### config.mk
export PLATFORM = sky130hd
export DESIGN_NAME = csel_carry_chain
export DESIGN_NICKNAME = d
export VERILOG_FILES = /design/src/rtl/csel_pkg.sv /design/src/rtl/csel_group.sv /design/src/rtl/csel_link.sv /design/src/rtl/csel_outreg.sv /design/src/rtl/csel_carry_chain.sv
export SDC_FILE = /design/constraint.sdc
export NUM_CORES = 1
export LEC_CHECK = 0
export BUFFER_PORTS_ARGS = -buffer_cell sky130_fd_sc_hd__buf_4
export CORE_MARGIN = 2
export CORE_UTILIZATION = 44
export CTS_CLUSTER_SIZE = 40
export DETAILED_ROUTE_END_ITERATION = 7
export HOLD_SLACK_MARGIN = 0.08
export PLACE_DENSITY_LB_ADDON = 0.05
export SYNTH_ARGS = -nofsm -noshare
export SYNTH_HDL_FRONTEND = slang
export SYNTH_HIERARCHICAL = 1
export SYNTH_SLANG_ARGS = --single-unit
### constraint.sdc
create_clock -name clk -period 0.8 [get_ports clk]
set_input_delay 0.08 -clock clk [delete_from_list [all_inputs] [get_ports clk]]
set_output_delay 0.08 -clock clk [all_outputs]
set_load 0.03 [all_outputs]
### src/rtl/csel_pkg.sv
`timescale 1ns/1ps
package csel_pkg;
  // number of bits in group g: 1, 3, 5, 7, ...
  function automatic int grp_len(input int g);
    return 2 * g + 1;
  endfunction

  // first bit of group g: running sum of odd lengths is g squared
  function automatic int grp_base(input int g);
    return g * g;
  endfunction
endpackage

### src/rtl/csel_group.sv
`timescale 1ns/1ps
// One short group. Slot 0 is the optional borrowed bit (top bit of the
// group below); slots 1..LEN are the group's own bits.
module csel_group #(
  parameter int LEN = 3
) (
  input  logic         borrow,
  input  logic         gcin,
  input  logic [LEN:0] lo,
  input  logic [LEN:0] hi,
  output logic [LEN:0] car
);
  logic [LEN:0] k0;
  logic [LEN:0] k1;

  // ripple both carry-in hypotheses across the active slots
  always_comb begin
    logic started;
    started = 1'b0;
    k0 = '0;
    k1 = '0;
    for (int j = 0; j <= LEN; j++) begin
      if (j != 0 || borrow) begin
        if (!started) begin
          k0[j] = lo[j];
          k1[j] = hi[j];
          started = 1'b1;
        end else begin
          k0[j] = k0[j-1] ? hi[j] : lo[j];
          k1[j] = k1[j-1] ? hi[j] : lo[j];
        end
      end
    end
  end

  // real carry-in picks one hypothesis per slot
  always_comb begin
    for (int j = 0; j <= LEN; j++) begin
      car[j] = gcin ? k1[j] : k0[j];
    end
  end
endmodule

### src/rtl/csel_link.sv
`timescale 1ns/1ps
// Boundary between group g-1 (below) and group g (above).
module csel_link (
  input  logic cut,
  input  logic ext,
  input  logic seg_cin,
  input  logic prev_top,
  input  logic prev_sub,
  input  logic up_slot0,
  output logic gcin,
  output logic bnd_carry,
  output logic low_cout
);
  logic below_c;

  always_comb begin
    below_c   = ext ? prev_sub : prev_top;
    gcin      = cut ? seg_cin : below_c;
    bnd_carry = ext ? up_slot0 : prev_top;
    low_cout  = below_c;
  end
endmodule

### src/rtl/csel_outreg.sv
`timescale 1ns/1ps
module csel_outreg #(
  parameter int W = 8
) (
  input  logic         clk,
  input  logic         rst_n,
  input  logic         en,
  input  logic [W-1:0] d,
  output logic [W-1:0] q
);
  logic [W-1:0] q_nx;

  always_comb begin
    q_nx = q;
    if (en) q_nx = d;
  end

  always_ff @(posedge clk or negedge rst_n) begin
    if (!rst_n) q <= '0;
    else        q <= q_nx;
  end

  // a disabled edge leaves the outputs untouched
  assert_hold_when_idle_R8: assert property (@(posedge clk) disable iff (!rst_n)
    !en |=> $stable(q));
endmodule

### src/rtl/csel_carry_chain.sv
`timescale 1ns/1ps
module csel_carry_chain
  import csel_pkg::*;
#(
  parameter int NGRP = 4
) (
  input  logic                      clk,
  input  logic                      rst_n,
  input  logic                      en,
  input  logic [NGRP*NGRP-1:0]      lo_pred,
  input  logic [NGRP*NGRP-1:0]      hi_pred,
  input  logic                      chain_cin,
  input  logic [NGRP-2:0]           cut_en,
  input  logic [NGRP-2:0]           ext_en,
  input  logic [NGRP-2:0]           cut_cin,
  output logic [NGRP*NGRP-1:0]      carry_q,
  output logic [NGRP-1:0]           grp_cout_q
);
  localparam int WIDTH = NGRP * NGRP;
  localparam int NB    = NGRP - 1;

  logic [WIDTH-1:0] carry_d;
  logic [NGRP-1:0]  gcout_d;
  logic [NGRP-1:0]  gcin_w;
  logic [NGRP-1:0]  top_c;
  logic [NB-1:0]    sub_c;
  logic [NB-1:0]    slot0_c;
  logic [NB-1:0]    bnd_c;
  logic [NB-1:0]    lowc_c;
  logic [WIDTH-1:0] seg_start;

  for (genvar g = 0; g < NGRP; g++) begin : g_grp
    localparam int LEN  = grp_len(g);
    localparam int BASE = grp_base(g);
    logic [LEN:0] lo_s;
    logic [LEN:0] hi_s;
    logic [LEN:0] car;
    logic         brw;

    if (g == 0) begin : g_first
      logic unused_slot;
      assign lo_s        = {lo_pred[BASE+LEN-1:BASE], 1'b0};
      assign hi_s        = {hi_pred[BASE+LEN-1:BASE], 1'b0};
      assign brw         = 1'b0;
      assign gcin_w[g]   = chain_cin;
      assign sub_c[g]    = chain_cin;
      assign unused_slot = car[0];
    end else begin : g_rest
      assign lo_s = lo_pred[BASE+LEN-1:BASE-1];
      assign hi_s = hi_pred[BASE+LEN-1:BASE-1];
      assign brw  = ext_en[g-1];
      assign slot0_c[g-1] = car[0];
      assign carry_d[BASE+LEN-2:BASE] = car[LEN-1:1];
      if (g < NGRP - 1) begin : g_sub
        assign sub_c[g] = car[LEN-1];
      end
      csel_link u_link (
        .cut       (cut_en[g-1]),
        .ext       (ext_en[g-1]),
        .seg_cin   (cut_cin[g-1]),
        .prev_top  (top_c[g-1]),
        .prev_sub  (sub_c[g-1]),
        .up_slot0  (slot0_c[g-1]),
        .gcin      (gcin_w[g]),
        .bnd_carry (bnd_c[g-1]),
        .low_cout  (lowc_c[g-1])
      );

      // a cut boundary starts its segment from the local carry-in
      assert_cut_start_ext_R4: assert property (@(posedge clk) disable iff (!rst_n)
        (cut_en[g-1] && ext_en[g-1]) |->
          carry_d[BASE-1] == (cut_cin[g-1] ? hi_pred[BASE-1] : lo_pred[BASE-1]));
      assert_cut_start_R4: assert property (@(posedge clk) disable iff (!rst_n)
        (cut_en[g-1] && !ext_en[g-1]) |->
          carry_d[BASE] == (cut_cin[g-1] ? hi_pred[BASE] : lo_pred[BASE]));
    end

    assign top_c[g] = car[LEN];

    if (g == NGRP - 1) begin : g_last
      assign carry_d[BASE+LEN-1] = car[LEN];
      assign gcout_d[g]          = car[LEN];
    end else begin : g_mid
      assign carry_d[BASE+LEN-1] = bnd_c[g];
      assign gcout_d[g]          = lowc_c[g];
    end

    csel_group #(.LEN(LEN)) u_grp (
      .borrow (brw),
      .gcin   (gcin_w[g]),
      .lo     (lo_s),
      .hi     (hi_s),
      .car    (car)
    );
  end

  // bits whose carry-in comes from a cut rather than from the bit below
  always_comb begin
    seg_start = '0;
    for (int g = 1; g < NGRP; g++) begin
      if (cut_en[g-1]) begin
        if (ext_en[g-1]) seg_start[grp_base(g)-1] = 1'b1;
        else             seg_start[grp_base(g)]   = 1'b1;
      end
    end
  end

  // everywhere outside a cut the carries behave as a plain ripple
  assert_bit0_ripple_R2: assert property (@(posedge clk) disable iff (!rst_n)
    !seg_start[0] |-> carry_d[0] == (chain_cin ? hi_pred[0] : lo_pred[0]));
  for (genvar i = 1; i < WIDTH; i++) begin : g_chk
    assert_ripple_equiv_R2: assert property (@(posedge clk) disable iff (!rst_n)
      !seg_start[i] |-> carry_d[i] == (carry_d[i-1] ? hi_pred[i] : lo_pred[i]));
  end

  csel_outreg #(.W(WIDTH)) u_carry_reg (
    .clk   (clk),
    .rst_n (rst_n),
    .en    (en),
    .d     (carry_d),
    .q     (carry_q)
  );

  csel_outreg #(.W(NGRP)) u_cout_reg (
    .clk   (clk),
    .rst_n (rst_n),
    .en    (en),
    .d     (gcout_d),
    .q     (grp_cout_q)
  );
endmodule

Yosys cells after proc, flatten, opt, wreduce, memory -nomap -nowiden
Cells that the tools add are included.
{ "totals": {"register_bits": 20, "mem_count": 0, "mem_bits_rw": 0, "output_inout_bits": 20, "latchBits": 0, "mem_bits_ro": 0} }
{ "op_classes": {"div": 0, "magnitude_cmp": 0, "eq_ne": 0, "n_bitwise": 0, "n_mux": 73, "n_shift": 0, "mul": 0, "n_addsub": 0, "n_reduce_logical": 0} }
{ "op_table": {"columns": ["operator", "n"], "rows": [
  ["1-bit two-way mux", 73]
]} }

Depth between registers and ports, before layout
Gate-level depths: netlist (run 1).
{ "depth": {"depth_word": 13, "mapped_depth": 27, "depth_no_buf": 26} }

Cells and area by module
Netlist (run 1), hierarchy kept.
{ "modules_own_cells": {"columns": ["mod", "cells_per_inst", "instances", "seq_area_each_um2", "area_per_inst_um2"], "rows": [
  ["csel_outreg at u_carry_reg", 34, 1, 400.4, 649.4],
  ["csel_group at g_grp[3].u_grp", 33, 1, 0.0, 260.2],
  ["csel_group at g_grp[2].u_grp", 27, 1, 0.0, 234.0],
  ["csel_outreg at u_cout_reg", 8, 1, 100.1, 145.1],
  ["csel_group at g_grp[1].u_grp", 18, 1, 0.0, 140.1],
  ["csel_link", 3, 3, 0.0, 37.5],
  ["csel_group at g_grp[0].u_grp", 11, 1, 0.0, 83.8],
  ["csel_carry_chain", 1, 1, 0.0, 3.8]
]} }

Worst setup path after synthesis (run 1)
OpenSTA, ideal clock, no wires.
{ "synth_path": {"path_kind": "input to register", "from": "in chain_cin", "to": "reg u_carry_reg.q[14]", "path_slack_ns": -5.131, "arrival_time_ns": 5.805, "cell_stages": 27, "path_buffers": 1, "setup_ns": 0.125, "cell_sequence": "buf_4 nor2b_1 a211oi_1 a211oi_2 mux2_4 mux2_2 nand3b_1 a21boi_0 or2_4 mux2_4 mux2_4 mux2_2 nand2b_1 o221a_4 o211a_2 nor2_2 mux2_4 mux2_4 mux2_2 nor3b_1 o21ai_1 nand2_2 a311oi_2 nand3_2 mux2i_2 mux2_1 mux2_4"} }
{ "synth_via": {"elab_chain_cells": 10} }
{ "synth_lines": {"columns": ["element", "line_no", "source"], "rows": [
  ["start, declared", "csel_carry_chain.sv:12", "input logic chain_cin,"],
  ["1-bit two-way mux", "csel_group.sv:39", "car[j] = gcin ? k1[j] : k0[j];"],
  ["named net g_grp[0].car[1]", "csel_carry_chain.sv:37", "logic [LEN:0] car;"],
  ["1-bit two-way mux", "csel_link.sv:17", "below_c = ext ? prev_sub : prev_top;"],
  ["named net gcout_d[0]", "csel_carry_chain.sv:23", "logic [NGRP-1:0] gcout_d;"],
  ["1-bit two-way mux", "csel_link.sv:18", "gcin = cut ? seg_cin : below_c;"],
  ["named net gcin_w[1]", "csel_carry_chain.sv:24", "logic [NGRP-1:0] gcin_w;"],
  ["1-bit two-way mux", "csel_group.sv:39", null],
  ["named net g_grp[1].car[2]", "csel_carry_chain.sv:37", null],
  ["[... 1 more ...]", null, null],
  ["named net gcout_d[1]", "csel_carry_chain.sv:23", null],
  ["[... 1 more ...]", null, null],
  ["named net gcin_w[2]", "csel_carry_chain.sv:24", null],
  ["1-bit two-way mux", "csel_group.sv:39", null],
  ["named net g_grp[2].car[4]", "csel_carry_chain.sv:37", null],
  ["1-bit two-way mux", "csel_link.sv:17", null],
  ["named net gcout_d[2]", "csel_carry_chain.sv:23", null],
  ["1-bit two-way mux", "csel_link.sv:18", null],
  ["named net gcin_w[3]", "csel_carry_chain.sv:24", null],
  ["1-bit two-way mux", "csel_group.sv:39", null],
  ["named net g_grp[3].car[6]", "csel_carry_chain.sv:37", null],
  ["end signal, assigned", "csel_outreg.sv:20", "else q <= q_nx;"],
  ["end, declared", "csel_outreg.sv:9", "output logic [W-1:0] q"]
]} }
The timed path passes the listed nets, and every way through them passes these cells.
A chain may end at the register's enable or synchronous reset.

Worst setup path in the final report (run 1)
{ "layout_path": {"from": "in lo_pred[0]", "to": "reg u_carry_reg.q[14]"} }
{ "layout_lines": {"columns": ["element", "line_no", "source"], "rows": [
  ["start, declared", "csel_carry_chain.sv:10", "input logic [NGRP*NGRP-1:0] lo_pred,"],
  ["1-bit two-way mux", "csel_group.sv:39", null],
  ["named net g_grp[0].car[1]", "csel_carry_chain.sv:37", null],
  ["1-bit two-way mux", "csel_link.sv:17", null],
  ["named net gcout_d[0]", "csel_carry_chain.sv:23", null],
  ["1-bit two-way mux", "csel_link.sv:18", null],
  ["named net gcin_w[1]", "csel_carry_chain.sv:24", null],
  ["1-bit two-way mux", "csel_group.sv:39", null],
  ["named net g_grp[1].car[2]", "csel_carry_chain.sv:37", null],
  ["[... 1 more ...]", null, null],
  ["named net gcout_d[1]", "csel_carry_chain.sv:23", null],
  ["[... 1 more ...]", null, null],
  ["named net gcin_w[2]", "csel_carry_chain.sv:24", null],
  ["1-bit two-way mux", "csel_group.sv:39", null],
  ["named net g_grp[2].car[4]", "csel_carry_chain.sv:37", null],
  ["1-bit two-way mux", "csel_link.sv:17", null],
  ["named net gcout_d[2]", "csel_carry_chain.sv:23", null],
  ["1-bit two-way mux", "csel_link.sv:18", null],
  ["named net gcin_w[3]", "csel_carry_chain.sv:24", null],
  ["1-bit two-way mux", "csel_group.sv:39", null],
  ["named net g_grp[3].car[6]", "csel_carry_chain.sv:37", null]
]} }
The timed path passes the listed nets, and every way through them passes these cells.

==> results.py, run 1 <==
metrics = {
    "worst_hold_path": {
        "min_path_type": "in2reg",
        "whs_path_depth": 3,
    },
    "clock_network": {
        "cts.clk_slew.worst_paths_ps": 120,
        "clock_latency_ps": 300,
        "cts_buffers": 3,
        "cts_buffer_depth": 2,
        "cts_max_level": 1,
        "cts_sinks": 20,
        "cts_tree": "done",
        "root_buffer": "clkbuf_4",
    },
    "grt": {
        "grt_pass1_vias": 1598,
        "grt_antenna_before_repair": 0,
        "track_usage_pct": 20.72,
        "grt_max_degree": 21,
        "grt_pass1_wl_um": 6893,
        "overflow": 0,
    },
    "timing": {
        "finalCritPeriodShare_pct": 703.4,
        "clock.fmax_mhz": 177.7,
        "rsz0062_at_grt": "true",
        "setup_viol_count_final": 40,
        "final_hold_viol_count": 0,
        "final.setup.worst_slack_ps": -4827,
        "period_minus_slack_ps": 5627,
        "slew_violations": 0,
        "timing.hold.ws_ps": 151.6,
        "finalClockSkew_ps": 0,
    },
    "critical_path": {
        "critPathRequiredTime_ps": 1000,
        "cpPeakStageDelay_ps": 320,
        "crit_path_frequent_cell": "mux2_4",
        "reg2reg_slack_ps": -130,
        "critical_path_class": "in2reg",
        "cp-start-kind": "primary input",
        "path_max_fanout": 6,
        "end_kind": "flip-flop",
        "cp_data_arrival_time_ps": 5830,
        "cpMaxStageDelayCell": "mux2_4",
        "r2r_cells": 2,
    },
    "die": {
        "dieWidth_um": 64.54,
        "io_pins": 65,
        "dieArea_um2": 4165,
        "fp.dieH_um": 64.54,
        "placementRows": 21,
        "core_um2": 3416,
        "start_util_pct": 47.22,
    },
    "drt": {
        "dr_wl_met2_um": 2430,
        "wl_per_cell_um": 14.51,
        "drt_iter0_drc": 37,
        "postRouteWirelength_um": 4310,
        "dr.max_layer_used": "met4",
        "dr_total_vias": 1517,
        "dr.pass1.iters": 4,
        "routed-wl-met3_um": 176,
        "drc": 0,
        "ant_nets": 0,
        "vias_per_cell": 5.108,
        "drt-met1-wl_um": 1695,
    },
    "placed_design": {
        "detailed_place_hpwl_um": 3120,
        "dp_cells": 275,
        "place_congestion": 0.7550,
        "io_buffers": 64,
    },
    "power_and_ir_drop": {
        "switchingPower_mw": 1.585,
        "power_density_nw_per_um2": 1723,
        "intPower_mw": 3.213,
        "p_sw_share_pct": 33.03,
        "cellLeakagePower_nw": 1.385,
        "vdd_drop_max_mv": 1.491,
        "p_clk_share_pct": 17.3,
        "p_seq_share_pct": 28.5,
        "p_comb_share_pct": 54.3,
    },
    "run": {
        "maxCapViolations": 0,
    },
    "final_layout": {
        "nFillCells": 210,
        "final_core_util_pct": 81.50,
        "area_delta_synth_final_pct": 72.61,
        "layout-drive-gt1-share_pct": 69.72,
        "n_antenna_cell": 0,
        "fin_nets": 297,
        "finalNonFillerCells": 297,
    },
    "run_status": {
        "outcome": "complete, but fails checks",
        "violations": "negative setup slack",
    },
    "logic_synthesis": {
        "yosys_warnings": 6,
        "synthCells": 139,
        "syn_area_per_cell_um2": 11.60,
        "syn_area_um2": 1613,
    },
}
==> worst max-delay path, delay by kind of cell <==
kind,cells,cell delay (ps)
buffers and inverters,1,100
AO/OA/AOI/OAI,8,1340
multiplexers,12,3350
AND/OR/NAND/NOR,6,970
==> routing by layer <==
layer  global-route usage (%)  vias to the layer above
li1                         -                      732
met1                    22.94                      745
met2                    41.80                       38
met3                    4.167                        2
met4                    1.596                        0
met5                        0                        -
==> sequential cells by signal (all words and copies together), names as in the netlist <==
register / cells
u_cout_reg/q: 4
u_carry_reg/q: 16
==> power groups by stage <==
stage / Combinational (mW) / Clock, mW / Sequential, mW
after global placement: 2.05 / 0 / 1.34
after CTS: 2.49 / 0.851 / 1.36
after detailed placement: 2.10 / 0 / 1.34
final: 2.60 / 0.828 / 1.37
after floorplan: 0.871 / 0 / 1.72
after global routing: 2.75 / 0.915 / 1.38
==> stage by stage <==
stage	setup TNS (ps)	worst slack (ps)	area (µm²)	power [mW]
6_report	-64740	-4827	2784	4.797
5_1_grt	-67500	-4976	2784	5.047
4_1_cts	-66800	-4907	2696	4.696
3_5_place_dp	-69510	-5285	2399	3.441
3_3_place_gp	-66820	-5097	2399	3.387
2_1_floorplan	-62810	-4936	1714	2.592
==> timing repair <==
| action | CTS | global route |
|---|---|---|
| cloned | 0 | 0 |
| hold buffers | 1 | 0 |
| endpoints found under the setup margin | 40 | 40 |
| hold endpoints to repair | 20 | 0 |
| pin swaps | 11 | 9 |
| gates resized for setup | 35 | 14 |
| setup buffers | 14 | 4 |
==> final timing paths <==
path	from	endpoint
max in group asynchronous	rst_n	u_carry_reg/q[7]
worst max register to register	u_carry_reg/q[6]	u_carry_reg/q[6]
worst max-delay path	lo_pred[0]	u_carry_reg/q[14]
worst min-delay path	hi_pred[14]	u_carry_reg/q[14]
worst min register to register	u_carry_reg/q[2]	u_carry_reg/q[2]
min in group asynchronous	rst_n	u_carry_reg/q[13]
==> area by class of cell <==
class / instances / area, µm² / area share, %
well taps: 46 / 57.56 / 2.067
inverters: 6 / 22.52 / 0.8090
multi-input cells: 115 / 1242 / 44.63
clock buffers: 3 / 22.52 / 0.8090
repair buffers: 106 / 908.4 / 32.63
clock inverters: 1 / 30.03 / 1.079
flip-flops and latches: 20 / 500.5 / 17.98
==> cell usage in the layout (no fill, tap or decap), types with 2 or more instances in the layout <==
| cell | n |
|---|---|
| mux2i_4 | 2 |
| nand3_1 | 3 |
| clkbuf_4 | 3 |
| a211oi_2 | 3 |
| and3b_1 | 2 |
| nor2_1 | 3 |
| nor3b_4 | 2 |
| conb_1 | 6 |
| mux2_2 | 4 |
| nand2b_1 | 6 |
| buf_6 | 24 |
| mux2_4 | 30 |
| inv_1 | 4 |
| nand2_1 | 5 |
| o21ai_4 | 2 |
| inv_2 | 2 |
| buf_4 | 79 |
| dfrtp_1 | 20 |
| mux2i_1 | 6 |
| nor2b_1 | 5 |
| nand3b_1 | 5 |
(Power assumes the default switching activity.)
==> run 2, diff against run 1 <==
Settings changed: CORE_UTILIZATION 44 to 40.
==> results.py, run 2 (same netlist as run 1, synthesis figures left out) <==
metrics = {
    "run_status": {
        "outcome": "complete, but fails checks",
        "violations": "negative setup slack",
    },
    "die": {
        "placementRows": 23,
        "start_util_pct": 40.91,
        "dieArea_um2": 4556,
        "dieWidth_um": 67.50,
        "core_um2": 3943,
        "io_pins": 65,
        "fp.dieH_um": 67.50,
    },
    "critical_path": {
        "end_kind": "flip-flop",
        "critPathRequiredTime_ps": 940,
        "startpoint": "lo_pred[0]",
        "r2r_start": "u_carry_reg/q[3]",
        "crit_buf_inv": 1,
        "cp-start-kind": "primary input",
        "critical_path_class": "in2reg",
        "r2r_cells": 1,
        "cpMaxStageDelayCell": "mux2_4",
        "reg2reg_slack_ps": 0,
        "reg2reg_to": "u_carry_reg/q[3]",
        "crit_path_frequent_cell": "mux2_4",
        "crit_family": "multiplexers",
        "cpPeakStageDelay_ps": 320,
        "path_max_fanout": 6,
        "cp_data_arrival_time_ps": 5810,
    },
    "final_layout": {
        "finalNonFillerCells": 301,
        "top_regs": "u_carry_reg/q: 16 flops, u_cout_reg/q: 4 flops",
        "area_delta_synth_final_pct": 70.98,
        "largest_reg_flops": 16,
        "final_common_cell": "buf_4",
        "fin_nets": 298,
        "largest-register": "u_carry_reg/q",
        "final_cell_mix": "buf_4 (78), mux2_4 (26), buf_6 (26), dfrtp_1 (20), mux2_2 (8)",
        "nFillCells": 288,
        "n_antenna_cell": 0,
        "multiInputGateArea_um2": 1207,
        "seq_area_um2": 500.5,
        "layout-drive-gt1-share_pct": 69.32,
    },
    "drt": {
        "drt_iter0_drc": 32,
        "wl_per_cell_um": 13.67,
        "dr.pass1.iters": 4,
        "ant_nets": 0,
        "drc": 0,
        "vias_per_cell": 4.860,
        "postRouteWirelength_um": 4114,
        "dr_total_vias": 1463,
    },
    "timing": {
        "rsz0062_at_grt": "true",
        "finalClockSkew_ps": 0,
        "slew_violations": 0,
        "finalCritPeriodShare_pct": 708.9,
        "final.setup.worst_slack_ps": -4871,
        "clock.fmax_mhz": 176.3,
        "final_hold_viol_count": 0,
        "setup_viol_count_final": 40,
        "period_minus_slack_ps": 5671,
        "timing.hold.ws_ps": 210.3,
    },
    "power_and_ir_drop": {
        "p_comb_share_pct": 55.7,
        "switchingPower_mw": 1.530,
        "p_sw_share_pct": 33.82,
        "power_density_nw_per_um2": 1641,
        "cellLeakagePower_nw": 1.367,
        "p_seq_share_pct": 30.2,
        "p_clk_share_pct": 14.1,
        "vdd_drop_max_mv": 1.493,
        "intPower_mw": 2.994,
    },
    "run": {
        "maxCapViolations": 0,
    },
    "grt": {
        "grt_antenna_before_repair": 0,
        "grt_pass1_vias": 1493,
        "grt_pass1_wl_um": 6196,
        "track_usage_pct": 17.69,
        "grt_max_degree": 21,
        "overflow": 0,
    },
    "clock_network": {
        "cts_buffers": 3,
        "cts_buffer_depth": 2,
        "root_buffer": "clkbuf_8",
        "clock_latency_ps": 250,
        "cts_tree": "done",
        "cts_max_level": 1,
        "cts_sinks": 20,
        "cts.clk_slew.worst_paths_ps": 70,
    },
    "worst_hold_path": {
        "min_path_type": "in2reg",
        "hold_start": "lo_pred[14]",
        "whs_path_depth": 3,
        "min_to": "u_carry_reg/q[14]",
    },
    "placed_design": {
        "io_buffers": 64,
        "place_congestion": 0.7260,
        "detailed_place_hpwl_um": 3022,
        "dp_cells": 283,
    },
}
## run 2: changes by cell type in the layout (fill, tap and decap cells not counted)
| cell | change |
|---|---|
| buf_4 | -1 |
| o21ai_4 | -1 |
| mux2_2 | +4 |
| mux2i_4 | -1 |
| o21ai_2 | +1 |
| a21oi_2 | -1 |
| mux2_4 | -4 |
| buf_6 | +2 |
| clkbuf_4 | -3 |
| mux2i_2 | +1 |
| bufinv_16 | -1 |
| clkbuf_8 | +3 |
| a21oi_1 | +1 |
## run 2: layout make-up
cell class	instances	area share, %
inverter	6	0.8167
clock buffer	3	1.497
tap	50	2.269
multi-input combinational	115	43.78
timing repair buffer	107	33.48
sequential	20	18.15
## run 2: worst max-delay path by stage
| stage | to | cells past startpoint |
|---|---|---|
| 2_1_floorplan | u_carry_reg/q[14] | 26 |
| 3_3_place_gp | u_carry_reg/q[14] | 27 |
| 3_5_place_dp | u_carry_reg/q[14] | 27 |
| 4_1_cts | u_carry_reg/q[14] | 27 |
| 5_1_grt | u_carry_reg/q[14] | 27 |
| 6_report | u_carry_reg/q[14] | 27 |
## run 2: through the flow
stage / setup slack [ps] / TNS (ps) / cell area (µm²) / utilization [%] / power, mW
4_1_cts: -4903 / -64820 / 2684 / 68.07 / 4.444
6_report: -4871 / -64860 / 2758 / 69.95 / 4.524
3_5_place_dp: -5244 / -68440 / 2434 / 61.73 / 3.463
5_1_grt: -5069 / -68050 / 2758 / 69.95 / 4.761
3_3_place_gp: -5126 / -67250 / 2434 / 61.73 / 3.417
2_1_floorplan: -4936 / -62810 / 1714 / - / 2.592
## run 2: worst min-delay path, delay by kind of cell
kind / cells / cell delay (ps)
mux: 2 / 260
buf+inv: 1 / 90
## run 2: power groups by stage
stage	Sequential, mW	Combinational (mW)	Clock [mW]
CTS	1.37	2.42	0.660
global placement	1.34	2.08	0
detailed placement	1.34	2.12	0
finish	1.37	2.52	0.639
floorplan	1.72	0.871	0
global route	1.39	2.67	0.704
## run 2: layer usage
metal  wire length [µm]  global-route usage (%)  share of wire, %
met5                  0                       0                 0
met4                 14                   1.531              0.34
met3                184                   4.000               4.5
met2               2196                   34.44                53
met1               1719                   20.08                42
## run 2: what timing repair did
action                     in CTS  in global routing
gates resized for setup        36                  7
hold endpoints to repair       20                  0
hold buffers                    1                  0
pin swaps                       5                  2
setup endpoints to repair      40                 40
setup buffers                   9                  5
